==> config.mk <==
export PLATFORM = sky130hd
export DESIGN_NAME = bcs_seq
export DESIGN_NICKNAME = d
export VERILOG_FILES = /design/src/rtl/bcs_pkg.sv /design/src/rtl/bcs_phase_timer.sv /design/src/rtl/bcs_burst_cnt.sv /design/src/rtl/bcs_cmd_drive.sv /design/src/rtl/bcs_seq.sv
export SDC_FILE = /design/constraint.sdc
export NUM_CORES = 1
export LEC_CHECK = 0
export ABC_AREA = 1
export CAP_MARGIN = 10
export CORE_MARGIN = 3
export CORE_UTILIZATION = 60
export CTS_CLUSTER_SIZE = 30
export DETAILED_ROUTE_END_ITERATION = 8
export GPL_TIMING_DRIVEN = 0
export PLACE_DENSITY = 0.95
export SETUP_SLACK_MARGIN = 0.5
export SLEW_MARGIN = 0
export SYNTH_ARGS = -nofsm -noshare
export SYNTH_HDL_FRONTEND = slang
export SYNTH_SLANG_ARGS = --single-unit
==> constraint.sdc <==
create_clock -name clk -period 3.08 [get_ports clk]
set_input_delay 0.616 -clock clk [delete_from_list [all_inputs] [get_ports clk]]
set_output_delay 0.616 -clock clk [all_outputs]
set_load 0.05 [all_outputs]
==> src/rtl/bcs_pkg.sv <==
package bcs_pkg;

  typedef enum logic [3:0] {
    ST_IDLE, ST_CHG_ON, ST_CHG_OFF,
    ST_BRK_ON, ST_BRK_OFF, ST_LO_ON, ST_LO_OFF,
    ST_HI_ON, ST_HI_OFF, ST_DONE, ST_ERR
  } seq_st_e;

  typedef struct packed {
    logic       brk_n;
    logic [2:0] lo_n;
    logic [2:0] hi_n;
  } cmd_t;

  localparam cmd_t CMD_ALL_OFF = '{brk_n: 1'b1, lo_n: 3'b111, hi_n: 3'b111};

  // Returns 1 in the final cycle of a window that is lim cycles long.
  function automatic logic at_limit(input int unsigned cnt, input int unsigned lim);
    return cnt == (lim - 1);
  endfunction

  // The phase timer runs only while the block drives pulses.
  function automatic logic is_busy(input seq_st_e s);
    return (s != ST_IDLE) && (s != ST_DONE) && (s != ST_ERR);
  endfunction

  // Maps each state to its command pattern; only one group is on at a time.
  function automatic cmd_t cmd_of_state(input seq_st_e s);
    cmd_t c;
    c = CMD_ALL_OFF;
    case (s)
      ST_CHG_ON, ST_LO_ON: c.lo_n  = 3'b000;
      ST_BRK_ON:           c.brk_n = 1'b0;
      ST_HI_ON:            c.hi_n  = 3'b000;
      default:             c       = CMD_ALL_OFF;
    endcase
    return c;
  endfunction

endpackage

==> src/rtl/bcs_phase_timer.sv <==
module bcs_phase_timer #(
  parameter int unsigned PULSE_W = 1000
) (
  input  logic clk,
  input  logic rst_n,
  input  logic run_i,
  output logic last_o
);
  import bcs_pkg::*;

  localparam int unsigned TW = (PULSE_W > 1) ? $clog2(PULSE_W) : 1;

  logic [TW-1:0] cnt_q;

  assign last_o = run_i && at_limit(32'(cnt_q), PULSE_W);

  always_ff @(posedge clk or negedge rst_n) begin
    if (!rst_n)          cnt_q <= '0;
    else if (!run_i)     cnt_q <= '0;
    else if (last_o)     cnt_q <= '0;
    else                 cnt_q <= cnt_q + 1'b1;
  end
endmodule

==> src/rtl/bcs_burst_cnt.sv <==
module bcs_burst_cnt #(
  parameter int unsigned NUM_PULSES = 64
) (
  input  logic clk,
  input  logic rst_n,
  input  logic charging_i,
  input  logic pulse_end_i,
  output logic final_o
);
  import bcs_pkg::*;

  localparam int unsigned BW = (NUM_PULSES > 1) ? $clog2(NUM_PULSES) : 1;

  logic [BW-1:0] cnt_q;

  assign final_o = at_limit(32'(cnt_q), NUM_PULSES);

  always_ff @(posedge clk or negedge rst_n) begin
    if (!rst_n)                   cnt_q <= '0;
    else if (!charging_i)         cnt_q <= '0;
    else if (pulse_end_i && !final_o) cnt_q <= cnt_q + 1'b1;
  end
endmodule

==> src/rtl/bcs_cmd_drive.sv <==
module bcs_cmd_drive (
  input  bcs_pkg::seq_st_e state_i,
  output logic             brk_n_o,
  output logic [2:0]       lo_n_o,
  output logic [2:0]       hi_n_o
);
  import bcs_pkg::*;

  cmd_t cmd;

  always_comb begin
    cmd     = cmd_of_state(state_i);
    brk_n_o = cmd.brk_n;
    lo_n_o  = cmd.lo_n;
    hi_n_o  = cmd.hi_n;
  end
endmodule

==> src/rtl/bcs_seq.sv <==
module bcs_seq #(
  parameter int unsigned PULSE_W    = 1000,
  parameter int unsigned NUM_PULSES = 64
) (
  input  logic       clk,
  input  logic       rst_n,
  input  logic       start_i,
  input  logic       fault_i,
  output logic       brk_n_o,
  output logic [2:0] lo_n_o,
  output logic [2:0] hi_n_o,
  output logic       done_o,
  output logic       err_o
);
  import bcs_pkg::*;

  seq_st_e state_q, state_d;

  // Internal events, named for the checker.
  logic busy;
  logic charging;
  logic phase_last;
  logic burst_last;
  logic pulse_end;

  assign busy      = is_busy(state_q);
  assign charging  = (state_q == ST_CHG_ON) || (state_q == ST_CHG_OFF);
  assign pulse_end = (state_q == ST_CHG_OFF) && phase_last;

  bcs_phase_timer #(.PULSE_W(PULSE_W)) u_timer (
    .clk    (clk),
    .rst_n  (rst_n),
    .run_i  (busy),
    .last_o (phase_last)
  );

  bcs_burst_cnt #(.NUM_PULSES(NUM_PULSES)) u_burst (
    .clk         (clk),
    .rst_n       (rst_n),
    .charging_i  (charging),
    .pulse_end_i (pulse_end),
    .final_o     (burst_last)
  );

  always_comb begin
    state_d = state_q;
    case (state_q)
      ST_IDLE:    if (start_i) state_d = ST_CHG_ON;
      ST_CHG_ON:  if (phase_last) state_d = ST_CHG_OFF;
      ST_CHG_OFF: if (phase_last) state_d = burst_last ? ST_BRK_ON : ST_CHG_ON;
      ST_BRK_ON:  if (phase_last) state_d = ST_BRK_OFF;
      ST_BRK_OFF: if (phase_last) state_d = ST_LO_ON;
      ST_LO_ON:   if (phase_last) state_d = ST_LO_OFF;
      ST_LO_OFF:  if (phase_last) state_d = ST_HI_ON;
      ST_HI_ON:   if (phase_last) state_d = ST_HI_OFF;
      ST_HI_OFF:  if (phase_last) state_d = fault_i ? ST_ERR : ST_DONE;
      ST_DONE:    state_d = ST_DONE;
      ST_ERR:     state_d = ST_ERR;
      default:    state_d = ST_IDLE;
    endcase
  end

  always_ff @(posedge clk or negedge rst_n) begin
    if (!rst_n) state_q <= ST_IDLE;
    else        state_q <= state_d;
  end

  bcs_cmd_drive u_drive (
    .state_i (state_q),
    .brk_n_o (brk_n_o),
    .lo_n_o  (lo_n_o),
    .hi_n_o  (hi_n_o)
  );

  assign done_o = (state_q == ST_DONE);
  assign err_o  = (state_q == ST_ERR);
endmodule

[Word level (Yosys, flattened, before mapping)]
Index checks and enable logic that the tools add are counted.
Word-level totals
  bits in latches: 0
  register bits: 20
  RAM bits: 0
  memories: 0
  input port bits: 4
  logic and storage cells: 59
  output and inout bits: 9
  memory bits (read-only): 0
Cells by class
  divide/modulo/power cells: 0
  $add $sub $neg: 2
  shift operators: 0
  reductions and logical operators: 11
  $mul: 0
  equal/unequal tests: 24
  bitwise logic cells: 0
  magnitude comparators: 0
  multiplexer cells: 19
Operators with widths (count)
  case mux 4 bit (11 select lines): 1
  two-way mux 4 bit: 9
  two-way mux 10 bit: 2
  != test 2 bit (second input constant): 10
  equality test 4 x 3 -> 1 bit (second input constant): 4
  equality test 4 bit (second input constant): 3
  two-way mux 6 bit: 2
  adder 10 x 1 -> 10 bit (second input constant): 1
  equality test 10 bit (second input constant): 1
  AND reduction 9 bit: 1
  equality test 4 x 2 -> 1 bit (second input constant): 2
  != test 4 bit (second input constant): 2
  adder 6 x 1 -> 6 bit (second input constant): 1
  equality test 6 bit (second input constant): 1
  two-way mux 3 bit: 2
  logical AND 1 bit: 5
  equality test 4 x 1 -> 1 bit (second input constant): 1
  logical NOT 4 bit: 1
  two-way mux 2 bit: 2
  nonzero test 4 bit: 1
  OR reduction 2 bit: 1
  logical NOT 1 bit: 1
  logical OR 1 bit: 1
  two-way mux 1 bit: 1

[Longest topological paths before layout]
Gate-level depths: netlist of the first run.
  depth in word-level cells: 8
  depth in mapped cells: 10
  depth with buffers taken out: 10

[By module]
From an unflattened synthesis of the first run, not the netlist that was laid out.
Unflattened totals
  cell total of the unflattened synthesis: 191
  area total of the unflattened synthesis: 1402.6 um^2
Modules (own cells, without submodules)
  bcs_phase_timer: area an instance 526.8 um^2, instances 1, cells each 61, sequential area each 250.2 um^2
  bcs_seq: area an instance 415.4 um^2, instances 1, cells each 66, sequential area each 100.1 um^2
  bcs_burst_cnt: area an instance 390.4 um^2, instances 1, cells each 51, sequential area each 150.1 um^2
  bcs_cmd_drive: area an instance 70.1 um^2, instances 1, cells each 13, sequential area each 0.0 um^2

[Least setup slack after synthesis of the first run]
No wires, ideal clock.
  path type: register to output
  start: register state_q[1]
  end: output port hi_n_o[1]
  cell stages (with the launch flop): 5
  data required time: 2464 ps
  slack: 1058 ps
  arrival time: 1406 ps
  cells stage by stage: dfrtp_1 > nand2_1 > inv_1 > nand3_1 > buf_4
Between the ends
  cells in the longest elaborated chain, start to end: 2
RTL lines
  start: declaration: RTL line bcs_seq.sv:17  | seq_st_e state_q, state_d;
  start signal: assignment: RTL line bcs_seq.sv:65  | else state_q <= state_d;
  equality test 4 x 3 -> 1 bit: RTL line bcs_pkg.sv:31  | case (s)
  two-way mux 3 bit: RTL line bcs_pkg.sv:31
  end: declaration: RTL line bcs_seq.sv:11  | output logic [2:0] hi_n_o,
Every way passes these cells.

[Final worst setup path of the first run]
  start: register state_q[2]
  end: output port brk_n_o
Between the ends
  cells in the longest elaborated chain, start to end: 2
RTL lines
  equality test 4 x 2 -> 1 bit: RTL line bcs_pkg.sv:31
  two-way mux 1 bit: RTL line bcs_pkg.sv:31
  end: declaration: RTL line bcs_seq.sv:9  | output logic brk_n_o,
Every way passes these cells.

==> qor.csv, run 1 <==
metric,value,unit
placed cells,203,
hold buffer count at CTS,0,
sequential share of the synthesized area,39.6,%
via-per-instance ratio,5.51,
yosys warns,0,
synthesized flop and latch total,20,
crit share post-route,81.1,%
post-route insts no fill,207,
critical path class,reg2out,
starting DRC count in detailed routing,28,
clk_lat worst skew,300,ps
Min Hold Slack,465,ps
number of global-route vias before repair,1095,
Finished Core Util,78.2,%
Die W,51.9,um
share of cells above drive strength 1,16.5,%
critical path's largest stage delay,710,ps
TritonCTS clock tree,yes,
Setup crit end kind,primary output,
Synth cell types,28,
internal power,339,uW
power share of the clock group,36.1,%
Crit path buffers/inverters,1,
# diodes,0,
final hold violations,0,
cell area after layout,1450,um^2
worst-path maximum fanout,7,
CP Data Required Time,2460,ps
wire per inst,12.2,um
first-pass GRT wire length,4380,um
Die Ht,51.9,um
Seq pwr share,61.4,%
"Slowest-stage cell, CP",clkdlybuf4s50_1,
switching share of total power,20.7,%
fin. max-slew vios,0,
Global Route Usage Sum,21.7,%
P_leak,0.000749,uW
CTS buffer count,3,
"Net Count, Synth",172,
Mapped Avg Cell Area,7.62,um^2
synth-to-layout area growth,14.9,%
Core Footprint,1860,um^2
maxcap violations,0,
setup_tns,0,ps
fmax,0.401,GHz
clock buffer depth,2,
Tmin final,2500,ps
DRC,0,
first-pass iteration count of the detailed router,4,
I/O pin cnt,13,
GRT overflow,0,
post-route ant nets,0,
"Cell Area, Synth",1260,um^2
outcome,"complete, no violations",
initial core utilization,68.1,%
Gate power share,2.5,%
Placer Congestion,0.882,
Pwr Density,294,nW/um^2
IR Drop Worst-Case VDD,0.299,mV
Setup Viol. Count Final,0,
number of nets in the layout,189,
initial antenna violation count,0,
P_sw,88.5,uW
Min-Delay Path Class,reg2reg,
largest net degree at the start of global routing,21,
relative slew slack,40.2,%
Worst-Margin Slew,894,ps
Syn Inst Count,166,
cell family with most CP delay,buffers and inverters,
Placed Area,1420,um^2
port bufs,12,
CP Launch Type,flip-flop,
clk slew on worst S/H paths,120,ps
fillers,118,
RSZ-0062 raised after global routing,no,
number of cell rows,15,
Vias,1141,
CTS sink count,20,
# H-tree levels,1,
Final Skew,7.31,ps
CP Cell Sequence,"nor2_2, nand2_1, clkdlybuf4s50_1",
area of the die,2700,um^2
final wirelength,2520,um
clk root buf,clkbuf_4,
hpwl dp,1860,um
Critical Path AT,1880,ps
-- per-stage QoR --
| stage | power (uW) | worst slack [ps] |
|---|---|---|
| 2_1_floorplan | 269 | 1060 |
| 3_3_place_gp | 278 | 821 |
| 3_5_place_dp | 279 | 772 |
| 4_1_cts | 429 | 528 |
| 5_1_grt | 442 | 524 |
| 6_report | 427 | 584 |
-- cells by family after synthesis --
kind of cell / after synthesis / share of synthesized area [%]
adders and majority gates: 2 / 1.98
buffers and inverters: 23 / 8.01
xor gates and xnor gates: 8 / 5.54
and+or+nand+nor: 105 / 41.1
DFF: 20 / 39.6
AOI/OAI and AO/OA: 8 / 3.76
-- metal layers --
layer | wire, um | track usage, % | up-vias | share of wire (%)
met1 | 1100 | 24.2 | 534 | 44
met4 | 71 | 10.5 | 0 | 2.8
met3 | 114 | 3.72 | 8 | 4.5
li1 | - | - | 564 | -
met5 | 0 | 0 | - | 0
met2 | 1230 | 39.3 | 35 | 49
-- power groups by stage --
stage / Clock [uW] / Sequential, uW / Combinational, uW
6_report: 154 / 262 / 10.8
5_1_grt: 166 / 263 / 12.5
4_1_cts: 155 / 262 / 11.2
2_1_floorplan: 0 / 268 / 1.66
3_3_place_gp: 0 / 268 / 10.9
3_5_place_dp: 0 / 268 / 11.1
-- state kept, by name, indices dropped and copies added (netlist names) --
name and flops:
state_q 4, u_burst.cnt_q 6, u_timer.cnt_q 10
-- cell usage after synthesis --
| cell type | n | area, um^2 |
|---|---|---|
| nor2_2 | 3 | 18.8 |
| nor2_4 | 1 | 11.3 |
| a31oi_1 | 1 | 6.26 |
| ha_1 | 2 | 25.0 |
| nand2_2 | 6 | 37.5 |
| nor4_1 | 1 | 6.26 |
| nor3_1 | 4 | 20.0 |
| nand2_1 | 36 | 135 |
| nand3_2 | 1 | 10.0 |
| and3_1 | 2 | 12.5 |
| nand2_4 | 3 | 33.8 |
| inv_1 | 13 | 48.8 |
| nor3_4 | 1 | 16.3 |
| o211ai_1 | 1 | 7.51 |
| inv_2 | 5 | 18.8 |
| or2_4 | 1 | 8.76 |
| xor2_1 | 6 | 52.6 |
| nand4_1 | 5 | 31.3 |
| o21ai_0 | 4 | 20.0 |
| a21oi_1 | 1 | 5.00 |
| nand3_1 | 17 | 85.1 |
| buf_4 | 4 | 30.0 |
| o21ai_2 | 1 | 8.76 |
| xnor2_1 | 2 | 17.5 |
| nor3b_1 | 1 | 7.51 |
| dfrtp_1 | 20 | 500 |
| clkinv_1 | 1 | 3.75 |
| nor2_1 | 23 | 86.3 |
-- final cells by class --
| class | instances | area (um^2) | area share (%) |
|---|---|---|---|
| Multi-Input combinational cell | 123 | 663 | 45.6 |
| Clock buffer | 4 | 36.3 | 2.50 |
| Tap cell | 25 | 31.3 | 2.15 |
| Buffer | 4 | 30.0 | 2.07 |
| Inverter | 19 | 71.3 | 4.91 |
| Timing Repair Buffer | 12 | 121 | 8.35 |
| Sequential cell | 20 | 500 | 34.4 |
-- cells in the final DEF, fill, tap and decap left out, drive strengths merged, types with 4 or more instances in the layout --
cell           synthesis  final
nand2                 45     45
nand3                 18     18
xor2                   6      6
nand4                  5      5
dlygate4sd2            0      5
buf                    4      4
clkbuf                 0      4
nor3                   5      5
o21ai                  5      5
nor2                  27     27
inv                   18     18
dfrtp                 20     20
clkdlybuf4s50          0      4
-- worst paths after layout --
check	start	end	slack, ps	depth (start not counted)
max	state_q[2]	brk_n_o	580	3
min	u_timer.cnt_q[0]	u_timer.cnt_q[0]	460	1
max reg2reg	u_timer.cnt_q[0]	u_burst.cnt_q[2]	1570	9
min reg2reg	u_timer.cnt_q[0]	u_timer.cnt_q[0]	460	1
max in group asynchronous	rst_n	state_q[0]	1730	1
min in group asynchronous	rst_n	u_burst.cnt_q[5]	810	1
-- repair_timing --
action	in CTS	in global routing
pin swaps	0	0
resized for setup	5	3
buffers inserted	0	0
setup endpoints to repair	5	3
-- worst reg2reg max path: stages, from the launching register on --
cell     delay (ps)
dfrtp_1         380
ha_1            190
nand2_1         100
inv_1            90
nand4_1         200
nor2_4          190
nand2_4         100
nand2_4          90
nand2_1          50
nand2_1          60
(Power assumes the default switching activity.)
==> run 2: changes to the inputs <==
- CORE_UTILIZATION: 60 -> 50
- PLACE_DENSITY: 0.95 -> 0.85
- clock period: 3.08 -> 2 ns (I/O delays scaled with it)
==> run 2 against run 1 <==
Net effect:
- non-clock buffer count is 18 higher
- setup slack lost 320 ps
- die area is 18% higher
- combinational power grew 69%
- clock-buffer cell count unchanged
- critical path depth grew 2
- final cell count grew 10%
- hold slack better by 110 ps
- design area is 24% higher
- critical path type unchanged
- highest routed layer unchanged
==> qor.csv, run 2 (synthesis gave the netlist of run 1 again) <==
metric,value,unit
crit share post-route,86.6,%
hpwl dp,1930,um
I/O pin cnt,13,
via-per-instance ratio,6.13,
Global Route Usage Sum,20.8,%
end of the critical path,done_o,
P_leak,0.000878,uW
area of the die,3170,um^2
worst-path maximum fanout,3,
share of cells above drive strength 1,45.5,%
# diodes,0,
GRT overflow,0,
IR Drop Worst-Case VDD,0.368,mV
first-pass iteration count of the detailed router,5,
crit path launch,state_q[0],
placed cells,206,
Critical Path AT,1330,ps
starting DRC count in detailed routing,70,
Finished Core Util,78.8,%
Tot Pwr,658,uW
DRC,0,
CP Data Required Time,1600,ps
"setup slack, reg-to-reg",280,ps
CTS buffer count,3,
CTS sink count,20,
RSZ-0062 raised after global routing,yes,
clk_lat worst skew,310,ps
hold buffer count at CTS,0,
final wirelength,4070,um
# H-tree levels,1,
first-pass GRT wire length,5280,um
Setup Viol. Count Final,0,
Placer Congestion,0.833,
max reg flops,10,
reg-to-reg endpoint,u_burst.cnt_q[0],
wire per inst,17.9,um
port bufs,12,
final hold violations,0,
CP Launch Type,flip-flop,
largest net degree at the start of global routing,21,
initial core utilization,55.1,%
fmax,0.577,GHz
number of global-route vias before repair,1238,
Tmin final,1730,ps
clock buffer depth,2,
outcome,"complete, no violations",
Final Skew,11.3,ps
number of cell rows,17,
RR Startpoint,u_timer.cnt_q[1],
"most common cell after layout, fill and taps aside",nand2_1,
maxcap violations,0,
Min-Delay Path Class,reg2reg,
Worst-Margin Slew,919,ps
"commonest cells after routing, fill and taps aside","nand2_1 (21), nor2_1 (19), dfrtp_1 (17)",
Pwr Density,364,nW/um^2
number of nets in the layout,207,
relative slew slack,38.6,%
Core Footprint,2300,um^2
Setup crit end kind,primary output,
initial antenna violation count,0,
synth-to-layout area growth,43.0,%
clk root buf,clkbuf_4,
post-route insts no fill,228,
Vias,1397,
fin. max-slew vios,0,
critical path class,reg2out,
TritonCTS clock tree,yes,
post-route ant nets,0,
clk slew on worst S/H paths,120,ps
Die Ht,56.3,um
Die W,56.3,um
"Most flops, register",u_timer.cnt_q,
Reg2Reg Depth,9,
Regs by FF count,"u_timer.cnt_q (10), u_burst.cnt_q (6), state_q (4)",
-- run 2: changes by cell type in the layout (fill, tap and decap cells not counted), moves of 6 or more --
cell and change:
nand3_1 -6, buf_6 +9, nand2_2 +9, buf_4 +12, nand2_4 +6, nand2_1 -15
-- run 2: metal layers --
layer	up-vias	global-route usage (%)	part of all wire [%]
met3	28	3.22	9.2
met5	-	0	0
li1	601	-	-
met2	111	35.9	49
met1	657	24.2	36
met4	0	12.2	5.1
-- run 2: critical path, stage by stage, from the launching register on --
cell and delay (ps):
dfrtp_1 430, inv_2 90, nor2_4 150, nand2_1 110
inv_1 90, buf_6 160
-- run 2: how the worst min path moves through the flow --
stage                           from          endpoint  slack [ps]  cells past startpoint
floorplan                      rst_n        state_q[0]         100                      0
global placement    u_timer.cnt_q[0]  u_timer.cnt_q[0]         450                      1
detailed placement  u_timer.cnt_q[0]  u_timer.cnt_q[0]         460                      1
CTS                 u_timer.cnt_q[0]  u_timer.cnt_q[0]         470                      1
global route        u_burst.cnt_q[1]  u_burst.cnt_q[1]         590                      2
finish              u_burst.cnt_q[1]  u_burst.cnt_q[1]         570                      2
-- run 2: layout make-up --
| cell class | instances | area [um^2] |
|---|---|---|
| flip-flops and latches | 20 | 504 |
| multi-input cells | 123 | 823 |
| fillers | 126 | 488 |
| inverters | 19 | 78.8 |
| well taps | 28 | 35.0 |
| repair buffers | 30 | 287 |
| clock buffers | 4 | 36.3 |
| plain buffers | 4 | 45.0 |
-- run 2: power breakdown --
part / switching (uW) / internal (uW)
combinational: 11.5 / 6.63
sequential: 0 / 404
clock: 125 / 111
-- run 2: what timing repair did --
| item | in CTS | in global routing |
|---|---|---|
| pin swaps | 7 | 15 |
| setup buffers | 12 | 6 |
| resized for setup | 80 | 35 |
| endpoints found under the setup margin | 14 | 27 |
-- run 2: metrics by stage --
stage | hold slack, ps | setup slack (ps) | area [um^2] | TNS [ps]
after detailed placement | 458 | -68.0 | 1450 | -190
after global routing | 591 | 159 | 1810 | 0
after global placement | 446 | -26.8 | 1450 | -73.5
final | 574 | 268 | 1810 | 0
after CTS | 474 | 303 | 1640 | 0
after floorplan | 104 | 519 | 1290 | 0
